$ cat src/rtl/dmactl_arb.sv
module dmactl_arb #(
  parameter int NUM_CH = 12
) (
  input  logic              clk,
  input  logic              rst_n,
  input  logic              reg_we,
  input  logic [3:0]        reg_addr,
  input  logic [31:0]       reg_wdata,
  output logic [31:0]       reg_rdata,
  input  logic [NUM_CH-1:0] sreq_i,
  input  logic [NUM_CH-1:0] breq_i,
  input  logic [NUM_CH-1:0] done_i,
  input  logic              xfer_end_i,
  input  logic              bus_err_i,
  output logic [NUM_CH-1:0] grant_o,
  output logic [NUM_CH-1:0] alt_sel_o,
  output logic              irq_o
);
  // NUM_CH must stay within 1..30 so bit 31 is free for the error flag
  localparam int PADW = 32 - NUM_CH;
  localparam int GAPW = 31 - NUM_CH;
  localparam logic [3:0] A_CFG  = 4'd0,  A_ENS  = 4'd1,  A_ENC  = 4'd2;
  localparam logic [3:0] A_ALS  = 4'd3,  A_ALC  = 4'd4,  A_PRS  = 4'd5;
  localparam logic [3:0] A_PRC  = 4'd6,  A_BSS  = 4'd7,  A_BSC  = 4'd8;
  localparam logic [3:0] A_MKS  = 4'd9,  A_MKC  = 4'd10, A_SWR  = 4'd11;
  localparam logic [3:0] A_FLG  = 4'd12, A_FLC  = 4'd13, A_IEN  = 4'd14;

  logic              gen_q, err_q, eie_q;
  logic [NUM_CH-1:0] en_q, alt_q, pri_q, bst_q, msk_q, pend_q, flg_q, ien_q, grant_q;
  logic [NUM_CH-1:0] wbits, elig, hi, pool, win, take, newreq;

  assign wbits = reg_wdata[NUM_CH-1:0];

  function automatic logic [NUM_CH-1:0] hit(input logic we, input logic [3:0] addr,
                                            input logic [3:0] sel, input logic [NUM_CH-1:0] d);
    return (we && addr == sel) ? d : '0;
  endfunction

  function automatic logic [NUM_CH-1:0] setclr(input logic [NUM_CH-1:0] cur,
                                               input logic [NUM_CH-1:0] s,
                                               input logic [NUM_CH-1:0] c);
    return (cur | s) & ~c;
  endfunction

  assign elig = en_q & pend_q & ~msk_q & {NUM_CH{gen_q}};
  assign hi   = elig & pri_q;
  assign pool = (|hi) ? hi : elig;
  assign win  = pool & (~pool + 1'b1);
  assign take = (|grant_q) ? '0 : win;
  assign newreq = hit(reg_we, reg_addr, A_SWR, wbits) | breq_i | (sreq_i & ~bst_q);

  always_ff @(posedge clk or negedge rst_n) begin
    if (!rst_n) begin
      gen_q   <= 1'b0;
      err_q   <= 1'b0;
      eie_q   <= 1'b0;
      en_q    <= '0;
      alt_q   <= '0;
      pri_q   <= '0;
      bst_q   <= '0;
      msk_q   <= '0;
      pend_q  <= '0;
      flg_q   <= '0;
      ien_q   <= '0;
      grant_q <= '0;
    end else begin
      if (reg_we && reg_addr == A_CFG) gen_q <= reg_wdata[0];
      if (reg_we && reg_addr == A_IEN) begin
        ien_q <= wbits;
        eie_q <= reg_wdata[31];
      end
      en_q  <= setclr(en_q, hit(reg_we, reg_addr, A_ENS, wbits),
                      hit(reg_we, reg_addr, A_ENC, wbits) | done_i);
      alt_q <= setclr(alt_q, hit(reg_we, reg_addr, A_ALS, wbits), hit(reg_we, reg_addr, A_ALC, wbits));
      pri_q <= setclr(pri_q, hit(reg_we, reg_addr, A_PRS, wbits), hit(reg_we, reg_addr, A_PRC, wbits));
      bst_q <= setclr(bst_q, hit(reg_we, reg_addr, A_BSS, wbits), hit(reg_we, reg_addr, A_BSC, wbits));
      msk_q <= setclr(msk_q, hit(reg_we, reg_addr, A_MKS, wbits), hit(reg_we, reg_addr, A_MKC, wbits));
      pend_q <= (pend_q & ~take) | newreq;
      flg_q  <= (flg_q & ~hit(reg_we, reg_addr, A_FLC, wbits)) | done_i;
      err_q  <= (err_q & ~(reg_we && reg_addr == A_FLC && reg_wdata[31])) | bus_err_i;
      if (|grant_q) begin
        if (xfer_end_i) grant_q <= '0;
      end else begin
        grant_q <= win;
      end
    end
  end

  always_comb begin
    case (reg_addr)
      A_CFG:        reg_rdata = {31'd0, gen_q};
      A_ENS, A_ENC: reg_rdata = {{PADW{1'b0}}, en_q};
      A_ALS, A_ALC: reg_rdata = {{PADW{1'b0}}, alt_q};
      A_PRS, A_PRC: reg_rdata = {{PADW{1'b0}}, pri_q};
      A_BSS, A_BSC: reg_rdata = {{PADW{1'b0}}, bst_q};
      A_MKS, A_MKC: reg_rdata = {{PADW{1'b0}}, msk_q};
      A_FLG, A_FLC: reg_rdata = {err_q, {GAPW{1'b0}}, flg_q};
      A_IEN:        reg_rdata = {eie_q, {GAPW{1'b0}}, ien_q};
      default:      reg_rdata = 32'd0;
    endcase
  end

  assign grant_o   = grant_q;
  assign alt_sel_o = alt_q;
  assign irq_o     = (|(flg_q & ien_q)) | (err_q & eie_q);
endmodule

$ cat config.mk
export PLATFORM = sky130hd
export DESIGN_NAME = dmactl_arb
export DESIGN_NICKNAME = d
export VERILOG_FILES = /design/src/rtl/dmactl_arb.sv
export SDC_FILE = /design/constraint.sdc
export NUM_CORES = 1
export LEC_CHECK = 0
export BUFFER_PORTS_ARGS = -buffer_cell sky130_fd_sc_hd__buf_2
export CAP_MARGIN = 20
export CORE_MARGIN = 2
export CORE_UTILIZATION = 35
export CTS_CLUSTER_DIAMETER = 120
export DETAILED_ROUTE_END_ITERATION = 7
export PLACE_DENSITY = 0.67
export SLEW_MARGIN = 15
export SYNTH_ARGS = -nofsm -noshare
export SYNTH_HDL_FRONTEND = slang
export SYNTH_SLANG_ARGS = --single-unit
$ cat constraint.sdc
create_clock -name clk -period 2.92 [get_ports clk]
set_clock_uncertainty 0.2 [all_clocks]
set_input_delay 0.146 -clock clk [delete_from_list [all_inputs] [get_ports clk]]
set_output_delay 0.146 -clock clk [all_outputs]
set_load 0.01 [all_outputs]
==> Yosys cells after proc, flatten, opt, wreduce, memory -nomap -nowiden <==
Cells that the tools add are included.
{ "totals": {"elab_cells": 109, "regBits": 111} }
{ "classes": {"muxes": 17, "eq_ne": 15, "n_bitwise": 39, "reduce_logical": 25, "n_addsub": 1} }
{ "ops": {"columns": ["op", "n"], "rows": [
  ["$pmux W32 S8", 1],
  ["$mux W12", 16],
  ["$and A12 B12 Y12", 14],
  ["$not A12 Y12", 10],
  ["$or A12 B12 Y12", 10],
  ["$reduce_or A12 Y1", 3],
  ["$eq A4 B4 Y1 const B", 7],
  ["$eq A4 B3 Y1 const B", 4],
  ["$logic_and A1 B1 Y1", 15],
  ["$add A12 B1 Y12 const B", 1],
  ["$reduce_or A2 Y1", 6],
  ["$eq A4 B2 Y1 const B", 2],
  ["$eq A4 B1 Y1 const B", 1],
  ["$logic_not A4 Y1", 1],
  ["$and A1 B1 Y1", 2],
  ["$ne A2 B2 Y1 const B", 1],
  ["$or A1 B1 Y1", 2],
  ["$not A1 Y1", 1]
]} }

==> Logic depth before layout (Yosys ltp) <==
Gate-level depths: netlist of run 1.
{ "depth": {"depth_word": 13, "depth_mapped": 8, "ltp_nobuf": 6} }

==> Worst setup path after synthesis of run 1 <==
OpenSTA, ideal clock, no wires.
{ "synth_path": {"path_kind": "register to register", "start": "register gen_q", "end": "register pend_q[6]", "path_stages_with_launch": 8, "n_path_buf": 1, "arrival_time_ns": 2.137, "slack_ns": 0.465, "required_ns": 2.602, "synth_period_minus_slack_ns": 2.455, "cell_sequence": "dfrtp_1 > buf_6 > and4b_4 > or4_4 > o31ai_2 > o2111ai_2 > or3b_1 > a21o_1"} }
{ "synth_between": {"elab_chain_cells": 11} }
{ "synth_lines": {"columns": ["item", "line", "rtl"], "rows": [
  ["start, declared", "28", "logic gen_q, err_q, eie_q;"],
  ["start signal, assigned", "67", "if (reg_we && reg_addr == A_CFG) gen_q <= reg_wdata[0];"],
  ["$and A12 B12 Y12 (*)", "45", "assign elig = en_q & pend_q & ~msk_q & {NUM_CH{gen_q}};"],
  ["$and A12 B12 Y12", "46", "assign hi = elig & pri_q;"],
  ["$reduce_or A12 Y1", "47", "assign pool = (|hi) ? hi : elig;"],
  ["$mux W12 (*)", "47", null],
  ["$not A12 Y12", "48", "assign win = pool & (~pool + 1'b1);"],
  ["$add A12 B1 Y12", "48", null],
  ["$and A12 B12 Y12 (*)", "48", null],
  ["$mux W12 (*)", "49", "assign take = (|grant_q) ? '0 : win;"],
  ["$not A12 Y12 (*)", "78", "pend_q <= (pend_q & ~take) | newreq;"],
  ["$and A12 B12 Y12 (*)", "78", null],
  ["$or A12 B12 Y12 (*)", "78", null],
  ["end signal, assigned", "78", null],
  ["end, declared", "29", "logic [NUM_CH-1:0] en_q, alt_q, pri_q, bst_q, msk_q, pend_q, flg_q, ien_q, grant_q;"]
]} }
Mark *: on every way between the ends. The rest lies on a longest branch, timed or not.
A chain may end at the register's enable or synchronous reset.

==> Worst setup path after layout of run 1 <==
Same ends and word-level chain as after synthesis.

==> summary.txt, run 1 <==
Global route
  – First-pass GRT wire length: 28800 um
  – Antenna violations before repair: 0
  – Largest net degree at the start of global routing: 60
  – Remaining global-route overflow: 0
  – Vias in the first global route: slightly above 5k
  – GR Util All Layers: approximately 22%

Pwr
  – Clock power share: a little under a third
  – Comb power frac: a little under a fifth
  – Switch share: a little under a third
  – P_sw: 1.22 mW
  – Pwr/cell area: about 550 mW/mm^2
  – Leak: ~3.2 nW
  – VDD IR max: 315 uV
  – Cell-internal power: ~2.7 mW
  – Sequential power share: 49.9%

Floorplanning
  – Starting Density: between 30% and 40%
  – DIE AREA: roughly 0.017 mm^2
  – Rows: 46
  – Die Ht: ~130 um
  – Total core area: between 0.015 and 0.02 mm^2
  – Die width: roughly 130 um
  – I/O pin total: ~130

STA
  – Min cycle time layout: 2.74 ns
  – Final Hold Viols: 0
  – Setup repair after global routing missed its margin: no
  – Rel. slew slack: 20.8%
  – Final max-slew violation count: 0
  – Slew @ Worst Pin: roughly 1.2 ns
  – Setup Total Neg Slack: 0 ns
  – Final worst-path cycle share: ~94%
  – FMAX: roughly 360 MHz
  – Setup Viol. Count Final: 0

Setup path
  – Critical path class: flop to flop
  – Nature of the critical path startpoint: flop
  – Required @ worst endpoint: 2.97 ns
  – Critical Path Fanout Max: 16
  – Worst EP arrival: around 2.8 ns
  – Kind of end point of the critical path: flop

Routing
  – Starting DRC count in detailed routing: 686
  – Vias: about 5.4k
  – Routed len/inst: just under 20 um
  – Final wirelength: approximately 19000 um
  – DRT antenna net count: 0
  – DRT Pass-1 Iters: 5
  – DRC viols: 0
  – Vias/cell: roughly 5.8

Layout
  – Commonest non-fill, non-tap cell in the layout: a21oi_1
  – Fin cells: roughly 940
  – Diodes inserted: 0
  – Layout cells sized above 1: 21.8%
  – Layout Nets: just under 800
  – Layout area overhead: 27.9%
  – Commonest cells after routing, fill and taps aside: a21oi_1 (116), dfrtp_1 (110), buf_2 (94), dlygate4sd3_1 (57)

Job
  – Max cap viols: 0

Synth
  – EDFF count, synth: 0
  – Yosys warns: 0
  – Most used DFF post-synth: dfrtp_1
  – Post-synth top area share: between 40% and 50%
  – Synthesized area: between 0.005 and 0.006 mm^2
  – Yosys top cell by area: dfrtp_1
  – Syn Area/Cell: 9.79 um^2
  – Seq/Total Area, Yosys: just under 50%
  – Asr flop ratio synth: 100%
  – Synthesized flop and latch total: 111
  – Synth area leaders: dfrtp_1 (50%), a21oi_1 (10%), a22oi_1 (4.2%), a21o_1 (2.9%), mux2_2 (2.8%)
  – Post-synthesis cell type count: between 50 and 60
  – Cell count after synthesis: roughly 570

Clock network
  – Worst-case clock buffer depth: 2
  – CTS clock-pin slew for the worst setup and hold paths: ~0.08 ns
  – Root Buffer: clkbuf_16
  – Clock H-tree levels: 3
  – Clk_lat worst skew: 0.36 ns
  – CTS sink cnt: 111
  – CTS tree: yes
  – CTS buffer count: 9

Placement
  – Port bufs: 95
  – Placed Instances: roughly 860
  – Gpl congestion: 0.903
  – HPWL Detailed: about 13000 um

Outcome
  – Status: finished clean

Min path
  – Worst Hold Class: primary input to flop
-- flip-flops by register name, summed over array words and instances (netlist names) --
name       cells
bst_q         12
ien_q         12
pend_q        12
pri_q         12
grant_o       12
gen_q          1
msk_q         12
flg_q         12
alt_sel_o     12
eie_q          1
err_q          1
en_q          12
-- path summary, 6_finish.rpt --
| kind | start | endpoint | slack (ns) | cells past startpoint |
|---|---|---|---|---|
| setup / recovery | gen_q$_DFFE_PN0P_ | pend_q[6]$_DFF_PN0_ | 0.18 | 6 |
| hold / removal | sreq_i[8] | pend_q[8]$_DFF_PN0_ | 0.02 | 3 |
| setup reg to reg | gen_q$_DFFE_PN0P_ | pend_q[6]$_DFF_PN0_ | 0.18 | 6 |
| hold reg to reg | pend_q[6]$_DFF_PN0_ | pend_q[6]$_DFF_PN0_ | 0.29 | 1 |
| max in group asynchronous | rst_n | grant_o[7]$_DFFE_PN0P_ | 1.58 | 3 |
| min in group asynchronous | rst_n | bst_q[11]$_DFF_PN0_ | 0.16 | 2 |
-- power groups by stage --
stage | clock (mW) | sequential [mW] | combinational (mW)
CTS | 1.23 | 1.96 | 0.748
global route | 1.29 | 1.99 | 0.839
floorplan | 0 | 1.93 | 0.440
finish | 1.22 | 1.97 | 0.756
global placement | 0 | 1.97 | 0.671
detailed placement | 0 | 1.99 | 0.693
-- worst max-delay path: stages (launching register included) --
cell,delay (ns)
dfrtp_2,0.51
and4b_1,0.24
or4_4,0.56
o31ai_2,0.28
o2111ai_2,0.21
or3b_1,0.45
a21o_1,0.19
-- stage by stage --
step	power, mW	hold slack, ns	cell area [um^2]	worst slack, ns	util [%]
after floorplan	2.37	-0.350	5670	0.465	-
after global placement	2.65	0.0227	6290	0.170	39.9
after detailed placement	2.68	0.0312	6290	0.101	39.9
after CTS	3.94	0.0201	7150	0.0869	45.4
after global routing	4.12	0.0375	7160	0.0892	45.4
final	3.95	0.0181	7160	0.178	45.4
-- area by class of cell --
cell class | count | area (um^2)
fillers | 1511 | 8610
flip-flops and latches | 111 | 2780
multi-input cells | 394 | 2490
repair buffers | 176 | 1240
well taps | 216 | 270
clock buffers | 12 | 256
inverters | 24 | 90.1
clock inverters | 4 | 33.8
-- layer usage --
metal  global-route usage, %  wire length [um]  vias up
met5                       0                 0        -
met4                    8.26               504        0
met3                    5.13              1640       37
met2                    35.1              8570      307
met1                    30.0              7790     2644
li1                        -                 -     2413
-- synthesized netlist by cell type (2+ instances only) --
cell type  count
clkbuf_1      38
nor4_1         3
dfrtp_1      111
a22o_1         4
nand2b_1       4
buf_4         19
and3_2         2
nor3b_1        2
a222oi_1      14
a221o_1        5
nand3_1       16
nor3_1         4
nand4_1        7
mux2_2        14
buf_2          2
a32o_1         3
o21ai_1        2
a21boi_0       2
inv_1         23
nor4b_1        2
a21o_1        22
a221oi_1      11
a22oi_1       31
nor2_1        21
nand4b_1       2
and3_1         2
a21oi_1      116
o21ai_0       14
a211oi_1      14
and4b_4        2
nand2_1       31
and4b_1       10
-- cell families after synthesis --
kind of cell	share of synthesized area [%]
compound gates	28.5
buf+inv	7.15
flops	49.6
mux	2.81
other cells	0.0670
simple gates	11.9
-- timing repair --
item	4_1_cts	5_1_grt
gates resized for setup	0	2
hold buffers	57	0
setup buffers	0	1
hold endpoints to repair	138	0
setup endpoints to repair	0	6
Note: power is estimated with default switching activity, not from simulation.
==> run 2, diff against run 1 <==
--- a/config.mk
+++ b/config.mk
@@ -11,7 +11,7 @@
 export CORE_UTILIZATION = 35
 export CTS_CLUSTER_DIAMETER = 120
 export DETAILED_ROUTE_END_ITERATION = 7
-export PLACE_DENSITY = 0.67
+export PLACE_DENSITY = 0.69
 export SLEW_MARGIN = 15
 export SYNTH_ARGS = -nofsm -noshare
 export SYNTH_HDL_FRONTEND = slang
==> constraint.sdc (replaced) <==
create_clock -name clk -period 2.2 [get_ports clk]
set_clock_uncertainty 0.2 [all_clocks]
set_input_delay 0.11 -clock clk [delete_from_list [all_inputs] [get_ports clk]]
set_output_delay 0.11 -clock clk [all_outputs]
set_load 0.01 [all_outputs]
==> summary.txt, run 2 (synthesis results as in run 1) <==
Routing
  – DRT antenna net count: 0 (unchanged)
  – Met2 WL: 9110 um (was 8570 um)
  – DRC viols: 0 (unchanged)
  – Vias: 5640 (was 5401)
  – DRT Pass-1 Iters: 7 (was 5)
  – Final wirelength: 19400 um (was 18500 um)
  – Starting DRC count in detailed routing: 494 (was 686)
  – Metal3 WL: 1320 um (was 1640 um)
  – Metal1 wirelength: 8520 um (was 7790 um)
  – Routed len/inst: 19.0 um (was 19.8 um)
  – Vias/cell: 5.50 (was 5.76)
  – Max Used Layer: met4 (unchanged)

Outcome
  – Status: finished, violations left (was finished clean)
  – Failing checks: setup timing

Clock network
  – Clock H-tree levels: 3 (unchanged)
  – CTS sink cnt: 111 (unchanged)
  – Worst-case clock buffer depth: 2 (unchanged)
  – CTS clock-pin slew for the worst setup and hold paths: 0.08 ns (about the same)
  – Root Buffer: clkbuf_16 (unchanged)
  – CTS tree: yes (unchanged)
  – CTS buffer count: 9 (unchanged)
  – Clk_lat worst skew: 0.36 ns (about the same)

Layout
  – Commonest non-fill, non-tap cell in the layout: a21oi_1 (unchanged)
  – Diodes inserted: 0 (unchanged)
  – Layout fillers: 1418 (was 1511)
  – FF/Latch Area: 0.00278 mm^2 (unchanged)
  – Layout area overhead: 42.2% (was 27.9%)
  – Multi-input logic area: 0.00261 mm^2 (was 0.00249 mm^2)
  – Layout cells sized above 1: 32.1% (was 21.8%)
  – Layout Nets: 883 (was 793)
  – Commonest cells after routing, fill and taps aside: a21oi_1 (116), dfrtp_1 (110), buf_4 (108), buf_2 (94), dlygate4sd3_1 (58) (was a21oi_1 (116), dfrtp_1 (110), buf_2 (94), dlygate4sd3_1 (57))

Global route
  – First-pass GRT wire length: 30300 um (was 28800 um)
  – GR Util All Layers: 23.3% (was 22.2%)
  – Largest net degree at the start of global routing: 46 (was 60)
  – Antenna violations before repair: 0 (unchanged)
  – Remaining global-route overflow: 0 (unchanged)
  – Vias in the first global route: 5519 (was 5159)

Setup path
  – Nature of the critical path startpoint: flop (unchanged)
  – Critical path class: flop to flop (unchanged)
  – CP max stage delay: 0.46 ns (was 0.56 ns)
  – Kind of end point of the critical path: flop (unchanged)
  – R2R cell count: 8 (was 6)
  – Critical-path top delay cell: or4_4 (unchanged)
  – Most frequent CP cell: buf_6
  – Worst EP arrival: 2.65 ns (was 2.79 ns)
  – Critical Path Fanout Max: 6 (was 16)
  – Required @ worst endpoint: 2.29 ns (was 2.97 ns)
  – Worst-path cell chain: buf_6 -> and4b_4 -> or4_4 -> o31ai_4 -> o2111ai_4 -> buf_6 -> nor4_4 -> a32o_1 (was and4b_1 -> or4_4 -> o31ai_2 -> o2111ai_2 -> or3b_1 -> a21o_1)

Pwr
  – VDD IR max: 471 uV (was 315 uV)
  – Pwr/cell area: 685 mW/mm^2 (was 551 mW/mm^2)
  – Leak: 3.68 nW (was 3.20 nW)

Floorplanning
  – DIE AREA: 0.0170 mm^2 (unchanged)
  – I/O pin total: 134 (unchanged)
  – Die width: 130 um (unchanged)
  – Die Ht: 130 um (unchanged)
  – Starting Density: 35.5% (unchanged)
  – Total core area: 0.0158 mm^2 (unchanged)
  – Rows: 46 (unchanged)

STA
  – Setup Viol. Count Final: 24 (was 0)
  – Final max-slew violation count: 0 (unchanged)
  – Final WS setup: -0.358 ns (was 0.178 ns)
  – Min Hold Slack: 0.00498 ns (was 0.0181 ns)
  – Final Hold Viols: 0 (unchanged)
  – Rel. slew slack: 23.3% (was 20.8%)
  – Setup repair after global routing missed its margin: yes (was no)
  – Final worst-path cycle share: 116% (was 93.9%)
  – Setup Total Neg Slack: -6.75 ns (was 0 ns)
  – FMAX: 391 MHz (was 365 MHz)
  – Min cycle time layout: 2.56 ns (was 2.74 ns)
  – Slew @ Worst Pin: 1.15 ns (was 1.18 ns)

Placement
  – HPWL Detailed: 13700 um (was 13000 um)
  – Gpl congestion: 0.901 (was 0.903)
  – Port bufs: 95 (unchanged)

Job
  – Max cap viols: 0 (unchanged)

Min path
  – Worst Hold Class: primary input to flop (unchanged)
  – Hold-critical path depth: 3 (unchanged)
[run 2: cell count changes in the layout (fill, tap and decap cells not counted), sizes merged]
cell,before,now
inv,26,25
buf,119,208
clkbuf,12,10
clkinv,1,3
dlygate4sd3,57,58
[run 2: metal layers]
metal,up-vias,global-route usage (%)
li1,2606,-
met1,2729,32.2
met2,269,36.8
met3,36,3.95
met4,0,8.89
met5,-,0
[run 2: final timing paths]
check,from,endpoint,slack [ns]
min reg2reg,pend_q[4]$_DFF_PN0_,pend_q[4]$_DFF_PN0_,0.28
max,gen_q$_DFFE_PN0P_,grant_o[11]$_DFFE_PN0P_,-0.36
max in group asynchronous,rst_n,flg_q[4]$_DFF_PN0_,1.03
min in group asynchronous,rst_n,bst_q[2]$_DFF_PN0_,0.10
min,sreq_i[8],pend_q[8]$_DFF_PN0_,0.005
max reg2reg,gen_q$_DFFE_PN0P_,grant_o[11]$_DFFE_PN0P_,-0.36
[run 2: layout make-up]
class / instances / area share, %
multi-input cells: 394 / 32.7
flip-flops and latches: 111 / 34.9
repair buffers: 266 / 24.3
inverters: 24 / 1.13
clock inverters: 5 / 0.518
clock buffers: 10 / 3.00
well taps: 216 / 3.39
[run 2: power by group]
| group | internal [mW] | switching, mW | total (mW) |
|---|---|---|---|
| logic | 0.630 | 0.665 | 1.29 |
| clock network | 0.807 | 0.793 | 1.60 |
| registers | 2.32 | 0.242 | 2.56 |
| total | 3.75 | 1.70 | 5.45 |
[run 2: critical path: cells and delay by family (launching register included)]
family                 cells  cell delay [ns]
AND/OR/NAND/NOR            3             0.94
AO/OA/AOI/OAI              3             0.62
buffers and inverters      2             0.29
flip-flops                 1             0.44
[run 2: timing repair]
action | 4_1_cts | 5_1_grt
resized for setup | 18 | 10
pin swaps | 4 | 0
hold buffers | 58 | 0
endpoints found under the setup margin | 24 | 48
setup buffers | 2 | 1
hold endpoints to repair | 135 | 0
[run 2: metrics by stage]
| step | cells | power [mW] | setup WS [ns] | util [%] | cell area, um^2 |
|---|---|---|---|---|---|
| after floorplan | 590 | 3.14 | -0.251 | - | 5720 |
| after global placement | 950 | 3.72 | -0.335 | 44.3 | 6980 |
| after detailed placement | 950 | 3.75 | -0.364 | 44.3 | 6980 |
| after CTS | 1025 | 5.43 | -0.358 | 50.2 | 7910 |
| after global routing | 1026 | 5.70 | -0.515 | 50.5 | 7960 |
| final | 1026 | 5.45 | -0.358 | 50.5 | 7960 |
==> run 3, diff against run 2 <==
--- a/config.mk
+++ b/config.mk
@@ -7,11 +7,13 @@
 export LEC_CHECK = 0
 export BUFFER_PORTS_ARGS = -buffer_cell sky130_fd_sc_hd__buf_2
 export CAP_MARGIN = 20
+export CELL_PAD_IN_SITES_DETAIL_PLACEMENT = 1
+export CELL_PAD_IN_SITES_GLOBAL_PLACEMENT = 2
 export CORE_MARGIN = 2
-export CORE_UTILIZATION = 35
+export CORE_UTILIZATION = 30
 export CTS_CLUSTER_DIAMETER = 120
 export DETAILED_ROUTE_END_ITERATION = 7
-export PLACE_DENSITY = 0.69
+export PLACE_DENSITY = 0.88
 export SLEW_MARGIN = 15
 export SYNTH_ARGS = -nofsm -noshare
 export SYNTH_HDL_FRONTEND = slang
==> summary.txt, run 3 (synthesis results as in run 1) <==
Floorplanning
  – DIE AREA: 0.0198 mm^2 (was 0.0170 mm^2)
  – I/O pin total: 134 (unchanged)
  – Die width: 141 um (was 130 um)
  – Die Ht: 141 um (was 130 um)
  – Starting Density: 30.9% (was 35.5%)
  – Total core area: 0.0181 mm^2 (was 0.0158 mm^2)
  – Rows: 49 (was 46)

Routing
  – Final wirelength: 23800 um (was 19400 um)
  – DRT antenna net count: 0 (unchanged)
  – Max Used Layer: met4 (unchanged)
  – DRC viols: 0 (unchanged)
  – Vias/cell: 5.82 (was 5.50)
  – Vias: 6091 (was 5640)
  – DRT Pass-1 Iters: 6 (was 7)
  – Metal3 WL: 1200 um (was 1320 um)
  – Starting DRC count in detailed routing: 609 (was 494)
  – Met2 WL: 11900 um (was 9110 um)
  – Routed len/inst: 22.8 um (was 19.0 um)
  – Metal1 wirelength: 9870 um (was 8520 um)

STA
  – Setup Total Neg Slack: -7.70 ns (was -6.75 ns)
  – Final worst-path cycle share: 120% (was 116%)
  – Final max-slew violation count: 0 (unchanged)
  – Min Hold Slack: 0.0301 ns (was 0.00498 ns)
  – Rel. slew slack: 50.6% (was 23.3%)
  – FMAX: 380 MHz (was 391 MHz)
  – Setup repair after global routing missed its margin: yes (unchanged)
  – Final WS setup: -0.434 ns (was -0.358 ns)
  – Min cycle time layout: 2.63 ns (was 2.56 ns)
  – Slew @ Worst Pin: 0.741 ns (was 1.15 ns)
  – Final Hold Viols: 0 (unchanged)
  – Setup Viol. Count Final: 24 (unchanged)

Setup path
  – R2R cell count: 8 (unchanged)
  – Critical-path top delay cell: dfrtp_2 (was or4_4)
  – Reg2reg setup slack: -0.43 ns (was -0.36 ns)
  – Worst setup path startpoint: gen_q$_DFFE_PN0P_ (unchanged)
  – Worst r2r src: gen_q$_DFFE_PN0P_ (unchanged)
  – Kind of end point of the critical path: flop (unchanged)
  – Top delay family on crit path: compound AO/OA/AOI/OAI gates (was simple AND/OR/NAND/NOR gates)
  – Stages on the worst setup path: 8 (unchanged)
  – Most frequent CP cell: buf_6 (unchanged)
  – Critical Path Fanout Max: 8 (was 6)
  – Worst-path cell chain: buf_6 -> and4b_1 -> a222oi_1 -> nand4_1 -> buf_6 -> or3_4 -> a221oi_4 -> o21ai_2 (was buf_6 -> and4b_4 -> or4_4 -> o31ai_4 -> o2111ai_4 -> buf_6 -> nor4_4 -> a32o_1)
  – Critical path class: flop to flop (unchanged)
  – CP max stage delay: 0.46 ns (about the same)
  – Reg2reg end: pend_q[5]$_DFF_PN0_ (was grant_o[11]$_DFFE_PN0P_)
  – CP Buf/Inv Count: 2 (unchanged)
  – Worst EP arrival: 2.69 ns (was 2.65 ns)
  – Required @ worst endpoint: 2.25 ns (was 2.29 ns)
  – Nature of the critical path startpoint: flop (unchanged)

Layout
  – Layout area overhead: 46.8% (was 42.2%)
  – Commonest non-fill, non-tap cell in the layout: a21oi_1 (unchanged)
  – FF/Latch Area: 0.00278 mm^2 (unchanged)
  – Layout fillers: 2102 (was 1418)
  – Diodes inserted: 0 (unchanged)
  – Commonest cells after routing, fill and taps aside: a21oi_1 (113), dfrtp_1 (110), buf_4 (109), buf_2 (94), dlygate4sd3_1 (57) (was a21oi_1 (116), dfrtp_1 (110), buf_4 (108), buf_2 (94), dlygate4sd3_1 (58))
  – Layout Nets: 890 (was 883)
  – Fin cells: 1047 (was 1026)
  – Multi-input logic area: 0.00274 mm^2 (was 0.00261 mm^2)
  – Layout cells sized above 1: 35.3% (was 32.1%)
  – Design area: 0.00822 mm^2 (was 0.00796 mm^2)

Job
  – Max cap viols: 0 (unchanged)

Pwr
  – Leak: 3.75 nW (was 3.68 nW)
  – Pwr/cell area: 688 mW/mm^2 (was 685 mW/mm^2)
  – VDD IR max: 427 uV (was 471 uV)

Clock network
  – CTS clock-pin slew for the worst setup and hold paths: 0.08 ns (about the same)
  – CTS buffer count: 9 (unchanged)
  – CTS sink cnt: 111 (unchanged)
  – Worst-case clock buffer depth: 2 (unchanged)
  – Clock H-tree levels: 3 (unchanged)
  – CTS tree: yes (unchanged)
  – Clk_lat worst skew: 0.38 ns (was 0.36 ns)
  – Root Buffer: clkbuf_16 (unchanged)

Min path
  – Hold path start: reg_addr[1] (was sreq_i[8])
  – Worst Hold Class: primary input to flop (unchanged)
  – Hold endpoint: bst_q[2]$_DFF_PN0_ (was pend_q[8]$_DFF_PN0_)
  – Hold-critical path depth: 3 (unchanged)

Placement
  – Gpl congestion: 0.935 (was 0.901)
  – Port bufs: 95 (unchanged)
  – Placed Instances: 957 (was 950)
  – HPWL Detailed: 16700 um (was 13700 um)
  – Post-place instance area: 0.00696 mm^2 (was 0.00698 mm^2)

Global route
  – Remaining global-route overflow: 0 (unchanged)
  – Vias in the first global route: 6321 (was 5519)
  – First-pass GRT wire length: 36500 um (was 30300 um)
  – GR Util All Layers: 23.8% (was 23.3%)
  – Antenna violations before repair: 0 (unchanged)
  – Largest net degree at the start of global routing: 45 (was 46)

Outcome
  – Status: finished, violations left (unchanged)
  – Failing checks: setup timing (unchanged)
run 3: cell types whose count changed in the layout (fill, tap and decap cells not counted), sizes merged:
| cell | delta |
|---|---|
| inv | +1 |
| clkinv | +1 |
| dlygate4sd3 | -1 |
| buf | +8 |
| clkbuf | -1 |
run 3: timing repair:
| item | 4_1_cts | 5_1_grt |
|---|---|---|
| pin swaps | 29 | 17 |
| hold buffers | 57 | 0 |
| resized for setup | 38 | 21 |
| hold endpoints to repair | 132 | 0 |
| setup endpoints to repair | 31 | 37 |
| buffers inserted | 10 | 9 |
run 3: layout make-up:
| cell class | count | area share, % |
|---|---|---|
| Tap cell | 229 | 3.49 |
| Inverter | 24 | 1.10 |
| Clock inverter | 7 | 0.913 |
| Timing Repair Buffer | 273 | 24.6 |
| Sequential cell | 111 | 33.8 |
| Multi-Input combinational cell | 394 | 33.3 |
| Clock buffer | 9 | 2.74 |
run 3: where the power goes:
part / total (mW) / leakage, nW / internal [mW] / switching, mW
combinational: 1.38 / 2.30 / 0.644 / 0.737
clock: 1.70 / 0.144 / 0.808 / 0.888
sequential: 2.58 / 1.31 / 2.32 / 0.260
run 3: worst min-delay path: cells and delay by family:
kind / cells / cell delay, ns
buffers and inverters: 1 / 0.19
AO/OA/AOI/OAI: 1 / 0.15
AND/OR/NAND/NOR: 1 / 0.11
run 3: worst max-delay path by stage:
stage	endpoint	slack [ns]
CTS	pend_q[6]$_DFF_PN0_	-0.38
detailed placement	pend_q[6]$_DFF_PN0_	-0.46
finish	pend_q[5]$_DFF_PN0_	-0.43
global placement	pend_q[6]$_DFF_PN0_	-0.35
floorplan	pend_q[6]$_DFF_PN0_	-0.25
global route	pend_q[5]$_DFF_PN0_	-0.52
run 3: per-stage QoR:
stage | util [%] | power [mW] | setup slack [ns]
after global routing | 45.3 | 5.90 | -0.521
after global placement | 38.3 | 3.73 | -0.348
after floorplan | - | 3.14 | -0.251
after detailed placement | 38.3 | 3.80 | -0.461
final | 45.3 | 5.65 | -0.434
after CTS | 44.4 | 5.60 | -0.384
run 3: metal layers:
metal  vias to the layer above  GRT usage, %
met5                         -             0
met4                         0          10.2
met3                        48          2.58
met2                       257          40.9
met1                      3165          30.6
li1                       2621             -
